File: src/rtl/rbank_pkg.sv
package rbank_pkg;

    localparam int MODE_W  = 5;
    localparam int RIDX_W  = 4;
    localparam int NREG    = 16;
    localparam int NFIQ    = 7;
    localparam int NPAIRS  = 4;
    localparam int NPHYS   = NREG + NFIQ + 2 * NPAIRS;
    localparam int PIDX_W  = $clog2(NPHYS);
    localparam int NSR     = 5;
    localparam int SLOT_W  = $clog2(NSR);

    localparam logic [PIDX_W-1:0] FIQ_BASE  = PIDX_W'(NREG);
    localparam logic [PIDX_W-1:0] PAIR_BASE = PIDX_W'(NREG + NFIQ);

    typedef enum logic [MODE_W-1:0] {
        MD_USR = 5'h10,
        MD_FIQ = 5'h11,
        MD_IRQ = 5'h12,
        MD_SVC = 5'h13,
        MD_ABT = 5'h17,
        MD_UND = 5'h1B,
        MD_SYS = 5'h1F
    } mode_e;

    typedef struct packed {
        logic              legal;
        logic              has_sr;
        logic [SLOT_W-1:0] sr_slot;
        logic              fiq;
        logic [1:0]        pair;
    } mode_info_t;

    function automatic mode_info_t decode_mode(logic [MODE_W-1:0] m);
        mode_info_t mi;
        mi = '0;
        case (m)
            MD_USR, MD_SYS: mi.legal = 1'b1;
            MD_FIQ: begin mi.legal = 1'b1; mi.has_sr = 1'b1; mi.sr_slot = 3'd0; mi.fiq = 1'b1; end
            MD_IRQ: begin mi.legal = 1'b1; mi.has_sr = 1'b1; mi.sr_slot = 3'd1; mi.pair = 2'd0; end
            MD_SVC: begin mi.legal = 1'b1; mi.has_sr = 1'b1; mi.sr_slot = 3'd2; mi.pair = 2'd1; end
            MD_ABT: begin mi.legal = 1'b1; mi.has_sr = 1'b1; mi.sr_slot = 3'd3; mi.pair = 2'd2; end
            MD_UND: begin mi.legal = 1'b1; mi.has_sr = 1'b1; mi.sr_slot = 3'd4; mi.pair = 2'd3; end
            default: mi = '0;
        endcase
        return mi;
    endfunction

    function automatic logic [PIDX_W-1:0] phys_of(mode_info_t mi, logic [RIDX_W-1:0] r);
        logic [PIDX_W-1:0] r_ext;
        r_ext = {1'b0, r};
        if (mi.fiq && r >= 4'd8 && r <= 4'd14)
            return FIQ_BASE + r_ext - 5'd8;
        else if (mi.has_sr && !mi.fiq && (r == 4'd13 || r == 4'd14))
            return PAIR_BASE + {2'b00, mi.pair, 1'b0} + r_ext - 5'd13;
        else
            return r_ext;
    endfunction

    function automatic logic [31:0] soft_value(logic [PIDX_W-1:0] p);
        case (p)
            5'd13:            return 32'h0300_7F00;
            PAIR_BASE:        return 32'h0300_7FA0;
            PAIR_BASE + 5'd2: return 32'h0300_7FE0;
            default:          return 32'h0;
        endcase
    endfunction

endpackage

File: src/rtl/rbank_mode_dec.sv
module rbank_mode_dec
    import rbank_pkg::*;
(
    input  logic [MODE_W-1:0] mode,
    output mode_info_t        info,
    output logic              err
);
    always_comb begin
        info = decode_mode(mode);
        err  = !info.legal;
    end
endmodule

File: src/rtl/rbank_port_map.sv
module rbank_port_map
    import rbank_pkg::*;
#(
    parameter int NPORT = 3
) (
    input  mode_info_t                    info,
    input  logic [NPORT-1:0][RIDX_W-1:0]  idx,
    output logic [NPORT-1:0][PIDX_W-1:0]  phys
);
    for (genvar g = 0; g < NPORT; g++) begin : g_port
        always_comb phys[g] = phys_of(info, idx[g]);
    end
endmodule

File: src/rtl/rbank_gpr_store.sv
module rbank_gpr_store
    import rbank_pkg::*;
#(
    parameter int DATA_W = 32,
    parameter int NRD    = 2
) (
    input  logic                           clk,
    input  logic                           rst,
    input  logic                           soft_rst,
    input  logic                           we,
    input  logic [PIDX_W-1:0]              wphys,
    input  logic [DATA_W-1:0]              wdata,
    input  logic [NRD-1:0][PIDX_W-1:0]     rphys,
    output logic [NRD-1:0][DATA_W-1:0]     rdata,
    output logic [NPHYS-1:0][DATA_W-1:0]   image
);
    logic [NPHYS-1:0][DATA_W-1:0] cells;

    always_ff @(posedge clk) begin
        if (rst) begin
            cells <= '0;
        end else if (soft_rst) begin
            for (int i = 0; i < NPHYS; i++)
                cells[i] <= DATA_W'(soft_value(PIDX_W'(i)));
        end else if (we) begin
            cells[wphys] <= wdata;
        end
    end

    for (genvar g = 0; g < NRD; g++) begin : g_rd
        always_comb rdata[g] = cells[rphys[g]];
    end

    assign image = cells;
endmodule

File: src/rtl/rbank_sr_store.sv
module rbank_sr_store
    import rbank_pkg::*;
#(
    parameter int DATA_W = 32
) (
    input  logic                         clk,
    input  logic                         rst,
    input  logic                         soft_rst,
    input  mode_info_t                   info,
    input  logic                         we,
    input  logic [DATA_W-1:0]            wdata,
    output logic [DATA_W-1:0]            rdata,
    output logic [NSR-1:0][DATA_W-1:0]   image
);
    logic [NSR-1:0][DATA_W-1:0] slots;
    logic                       active;

    assign active = info.legal && info.has_sr;

    always_ff @(posedge clk) begin
        if (rst || soft_rst)
            slots <= '0;
        else if (we && active)
            slots[info.sr_slot] <= wdata;
    end

    always_comb rdata = active ? slots[info.sr_slot] : '0;

    assign image = slots;
endmodule

File: src/rtl/banked_regfile.sv
module banked_regfile
    import rbank_pkg::*;
#(
    parameter int DATA_W = 32
) (
    input  logic              clk,
    input  logic              rst,
    input  logic              soft_rst,
    input  logic [4:0]        mode,
    input  logic [3:0]        ra_idx,
    output logic [DATA_W-1:0] ra_data,
    input  logic [3:0]        rb_idx,
    output logic [DATA_W-1:0] rb_data,
    input  logic              wr_en,
    input  logic [3:0]        wr_idx,
    input  logic [DATA_W-1:0] wr_data,
    input  logic              sr_wr_en,
    input  logic [DATA_W-1:0] sr_wr_data,
    output logic [DATA_W-1:0] sr_rd_data,
    output logic              mode_err
);
    localparam int NRD = 2;

    mode_info_t                    info;
    logic [NRD:0][RIDX_W-1:0]      port_idx;
    logic [NRD:0][PIDX_W-1:0]      port_phys;
    logic [NRD-1:0][DATA_W-1:0]    raw_rd;
    logic [NPHYS-1:0][DATA_W-1:0]  gpr_image;
    logic [NSR-1:0][DATA_W-1:0]    sr_image;
    logic                          gpr_we;

    rbank_mode_dec u_dec (
        .mode (mode),
        .info (info),
        .err  (mode_err)
    );

    assign port_idx = {wr_idx, rb_idx, ra_idx};

    rbank_port_map #(.NPORT(NRD + 1)) u_map (
        .info (info),
        .idx  (port_idx),
        .phys (port_phys)
    );

    assign gpr_we = wr_en && info.legal;

    rbank_gpr_store #(.DATA_W(DATA_W), .NRD(NRD)) u_gpr (
        .clk      (clk),
        .rst      (rst),
        .soft_rst (soft_rst),
        .we       (gpr_we),
        .wphys    (port_phys[NRD]),
        .wdata    (wr_data),
        .rphys    (port_phys[NRD-1:0]),
        .rdata    (raw_rd),
        .image    (gpr_image)
    );

    rbank_sr_store #(.DATA_W(DATA_W)) u_sr (
        .clk      (clk),
        .rst      (rst),
        .soft_rst (soft_rst),
        .info     (info),
        .we       (sr_wr_en),
        .wdata    (sr_wr_data),
        .rdata    (sr_rd_data),
        .image    (sr_image)
    );

    assign ra_data = info.legal ? raw_rd[0] : '0;
    assign rb_data = info.legal ? raw_rd[1] : '0;
endmodule

File: config.mk
export PLATFORM = sky130hd
export DESIGN_NAME = banked_regfile
export DESIGN_NICKNAME = d
export VERILOG_FILES = /design/src/rtl/rbank_pkg.sv /design/src/rtl/rbank_mode_dec.sv /design/src/rtl/rbank_port_map.sv /design/src/rtl/rbank_gpr_store.sv /design/src/rtl/rbank_sr_store.sv /design/src/rtl/banked_regfile.sv
export SDC_FILE = /design/constraint.sdc
export NUM_CORES = 2
export LEC_CHECK = 0
export ABC_AREA = 1
export ABC_CLOCK_PERIOD_IN_PS = 7300
export BUFFER_PORTS_ARGS = -buffer_cell sky130_fd_sc_hd__buf_2
export CORE_AREA = 2 2 464 466
export CTS_CLUSTER_SIZE = 30
export DETAILED_ROUTE_END_ITERATION = 6
export DIE_AREA = 0 0 466 468
export PLACE_DENSITY_LB_ADDON = 0.3
export SYNTH_ARGS = -nofsm -noshare
export SYNTH_HDL_FRONTEND = slang
export SYNTH_SLANG_ARGS = --single-unit
File: constraint.sdc
create_clock -name clk -period 7.3 [get_ports clk]
set_input_delay 2.19 -clock clk [delete_from_list [all_inputs] [get_ports clk]]
set_output_delay 2.19 -clock clk [all_outputs]
set_load 0.02 [all_outputs]
==> qor.txt <==
top post-synthesis cells by count - nor2_1, nand2_1, a21oi_1
Overall Power - 16.04 mW
core area - 213,300 µm²
Critical Path AT - 5.26 ns
hold_ws - 0.4493 ns
vias in the first global route - 66,004
largest area contributor in the netlist - dfxtp_1
GR Util met1 - 34.82%
CTS max path bufs - 3
routability congestion estimate from global placement - 0.9533
number of synthesized flops with an enable pin - 0
H-tree level count - 4
dominant synthesized flop cell - dfxtp_1
setup repair after global routing missed its margin - yes
CP Data Required Time - 5.11 ns
async set or reset register ratio after synthesis - 0%
first-pass GRT wire length - 444.5 mm
CP peak stage delay - 0.55 ns
DR vias/cell - 5.370
WL final - 305.3 mm
row count - 170
critical path startpoint category - input pin
Routed Antenna Nets - 0
initial antenna violation count - 24
CP max-delay cell - fa_1
DRC - 9
WP buf/inv - 7
fin crit share - 102.1%
Setup CP Type - in2out
Avg WL per Cell - 22.78 µm
main area contributors after synthesis - dfxtp_1, nor2_1, a21oi_1
via count - 71,974
GRT met2 Usage - 41.15%
status - finished with violations
remaining global-route overflow - 0
slew margin rel. - 14.61%
Post-Layout Inst Area - 77,460 µm²
PnR worst setup slack - -0.1544 ns
CP delay by family, top - adder cells
clock skew - 0 ns
placed inst area - 70,140 µm²
CTS tree - done
Max VDD drop - 269.7 µV
top-area cell type share of the netlist area - 36.21%
die area - 218,100 µm²
Worst-Margin Slew - 1.281 ns
met3 Track Usage GR - 6.229%
Initial DRT Pass Iterations - 7
Post-Syn Nets - 10,617
CTS root buf - clkbuf_16
hpwl dp - 197.8 mm
violated checks - DRC, setup timing
Tmin final - 7.454 ns
Synth Area per Inst - 6.055 µm²
Global Route Usage Sum - 27.07%
P_leak - 29.58 nW
Yosys warnings - 0
Hold Fails Final Rpt - 0
Cell Pwr Density - 207.1 nW/µm²
Post-Synthesis Cells - 10,518
Initial Utilization - 29.85%
count of final setup violators - 61
1st-iter DRT viols - 8,107
area grow syn2layout - 21.63%
Final #Nets - 10,539
Synth Cell Area - 63,680 µm²
Port Buffers - 182
Max Slew Vio Count - 0
clk_lat worst skew - 0.80 ns
CTS buffer count - 142
Top Usage Layer GRT - met2
most frequent cell after synthesis - nor2_1
Yosys reg bits - 1,152
HP Class - reg2reg
post-synth cell types - 34
MaxCap Viol Count - 0
fmax - 0.1342 GHz
fraction of layout cells with a size suffix above 1 - 12.45%
clock slew at reported path FFs - 0.05 ns
CP Capture Type - output port
Die Ht - 468 µm
Ports - 183
worst-path maximum fanout - 12
TritonCTS Sinks - 1,152
crit-path cells - buf_8 -> nand2_4 -> buf_6 -> nor2_4 -> a21oi_4 -> ha_4 -> xor2_2 -> ha_2 -> inv_2 -> fa_1 -> nand2_2 -> nand3_4 -> buf_4 -> buf_12 -> buf_12 -> nand2_1 -> nor2_1 -> nor2_1 -> nor2_4 -> buf_6
largest net degree at the start of global routing - 236
Die X - 466 µm
sequential share of the synthesized area - 36.21%
[final cells by class]
type | count | area [µm²]
Multi-Input combinational cell | 7760 | 36250
Antenna cell | 16 | 40.04
Clock buffer | 209 | 4125
Tap cell | 2838 | 3551
Clock inverter | 43 | 503.0
Inverter | 707 | 2688
Sequential cell | 1152 | 23060
Fill cell | 22826 | 135900
Timing Repair Buffer | 677 | 7237
[through the flow]
stage	TNS, ns	utilization, %	worst slack, ns	instances
finish	-4.366	36.31	-0.1544	13402
global route	-10.67	36.30	-0.2631	13394
CTS	-9.801	36.02	-0.2332	13383
detailed placement	-33.40	32.88	-0.7044	13097
global placement	-33.10	32.88	-0.7149	13097
floorplan	0	-	0.03771	10518
[logic make-up (layout without fill, tap and decap cells)]
kind of cell               count (synthesis)  after routing  synth area share [%]
muxes                                     37             37                0.5816
and+or+nand+nor                         5250           5250                 33.48
DFF                                     1152           1152                 36.21
adders and majority gates                 13             13                0.2908
xor gates and xnor gates                   5              5               0.06878
other                                      0             16                     0
AOI/OAI and AO/OA                       2455           2455                 19.51
buffers and inverters                   1606           1636                 9.857
[worst min-delay path, delay by kind of cell, from the launching register on]
family	cells	cell delay, ns
flops	1	0.29
compound gates	1	0.05
buf+inv	1	0.06
[layout by cell type (no fill, tap or decap), drive strengths merged]
cell	n
mux2i	37
nand3	1023
clkinvlp	4
nand2	1690
o21ai	1027
xor2	3
nor4	5
a31oi	6
a21oi	1394
bufinv	7
diode	16
xnor2	2
fa	3
nor3	3
or2	1
nand3b	2
inv	683
clkinv	56
dfxtp	1152
nand4	48
buf	674
a2111oi	27
ha	10
nor2	2478
a21boi	1
clkbuf	212
[metal layers]
metal	part of all wire [%]	routed length, µm
met5	0.033	101
met4	6.6	20260
met3	9.8	30010
met2	43	131100
met1	41	123800
[registers in the layout, summed over array words and instances, names as in the netlist]
| name | flops |
|---|---|
| u_gpr.image | 992 |
| u_sr.image | 160 |
[final timing paths]
kind | slack, ns | endpoint | from | cells after the start
worst max-delay path | -0.15 | ra_data[30] | mode[0] | 20
worst min-delay path | 0.45 | u_sr.image[85] | u_sr.image[85] | 2
worst max register to register | 6.22 | u_gpr.image[907] | u_gpr.image[907] | 2
worst min register to register | 0.45 | u_sr.image[85] | u_sr.image[85] | 2
[what timing repair did]
action	CTS	global route
gates cloned	12	1
setup buffers	23	10
pin swaps	93	105
resized for setup	378	161
endpoints found under the setup margin	64	64
hold buffers	0	0
[where the power goes]
group          total, mW  switching [mW]  leakage [nW]  internal (mW)
Combinational       2.49            1.70          18.0          0.790
Clock               7.23            3.05          2.28           4.17
Sequential          6.32         0.00911          9.29           6.31
No activity file was read; power rests on OpenSTA's default activity.
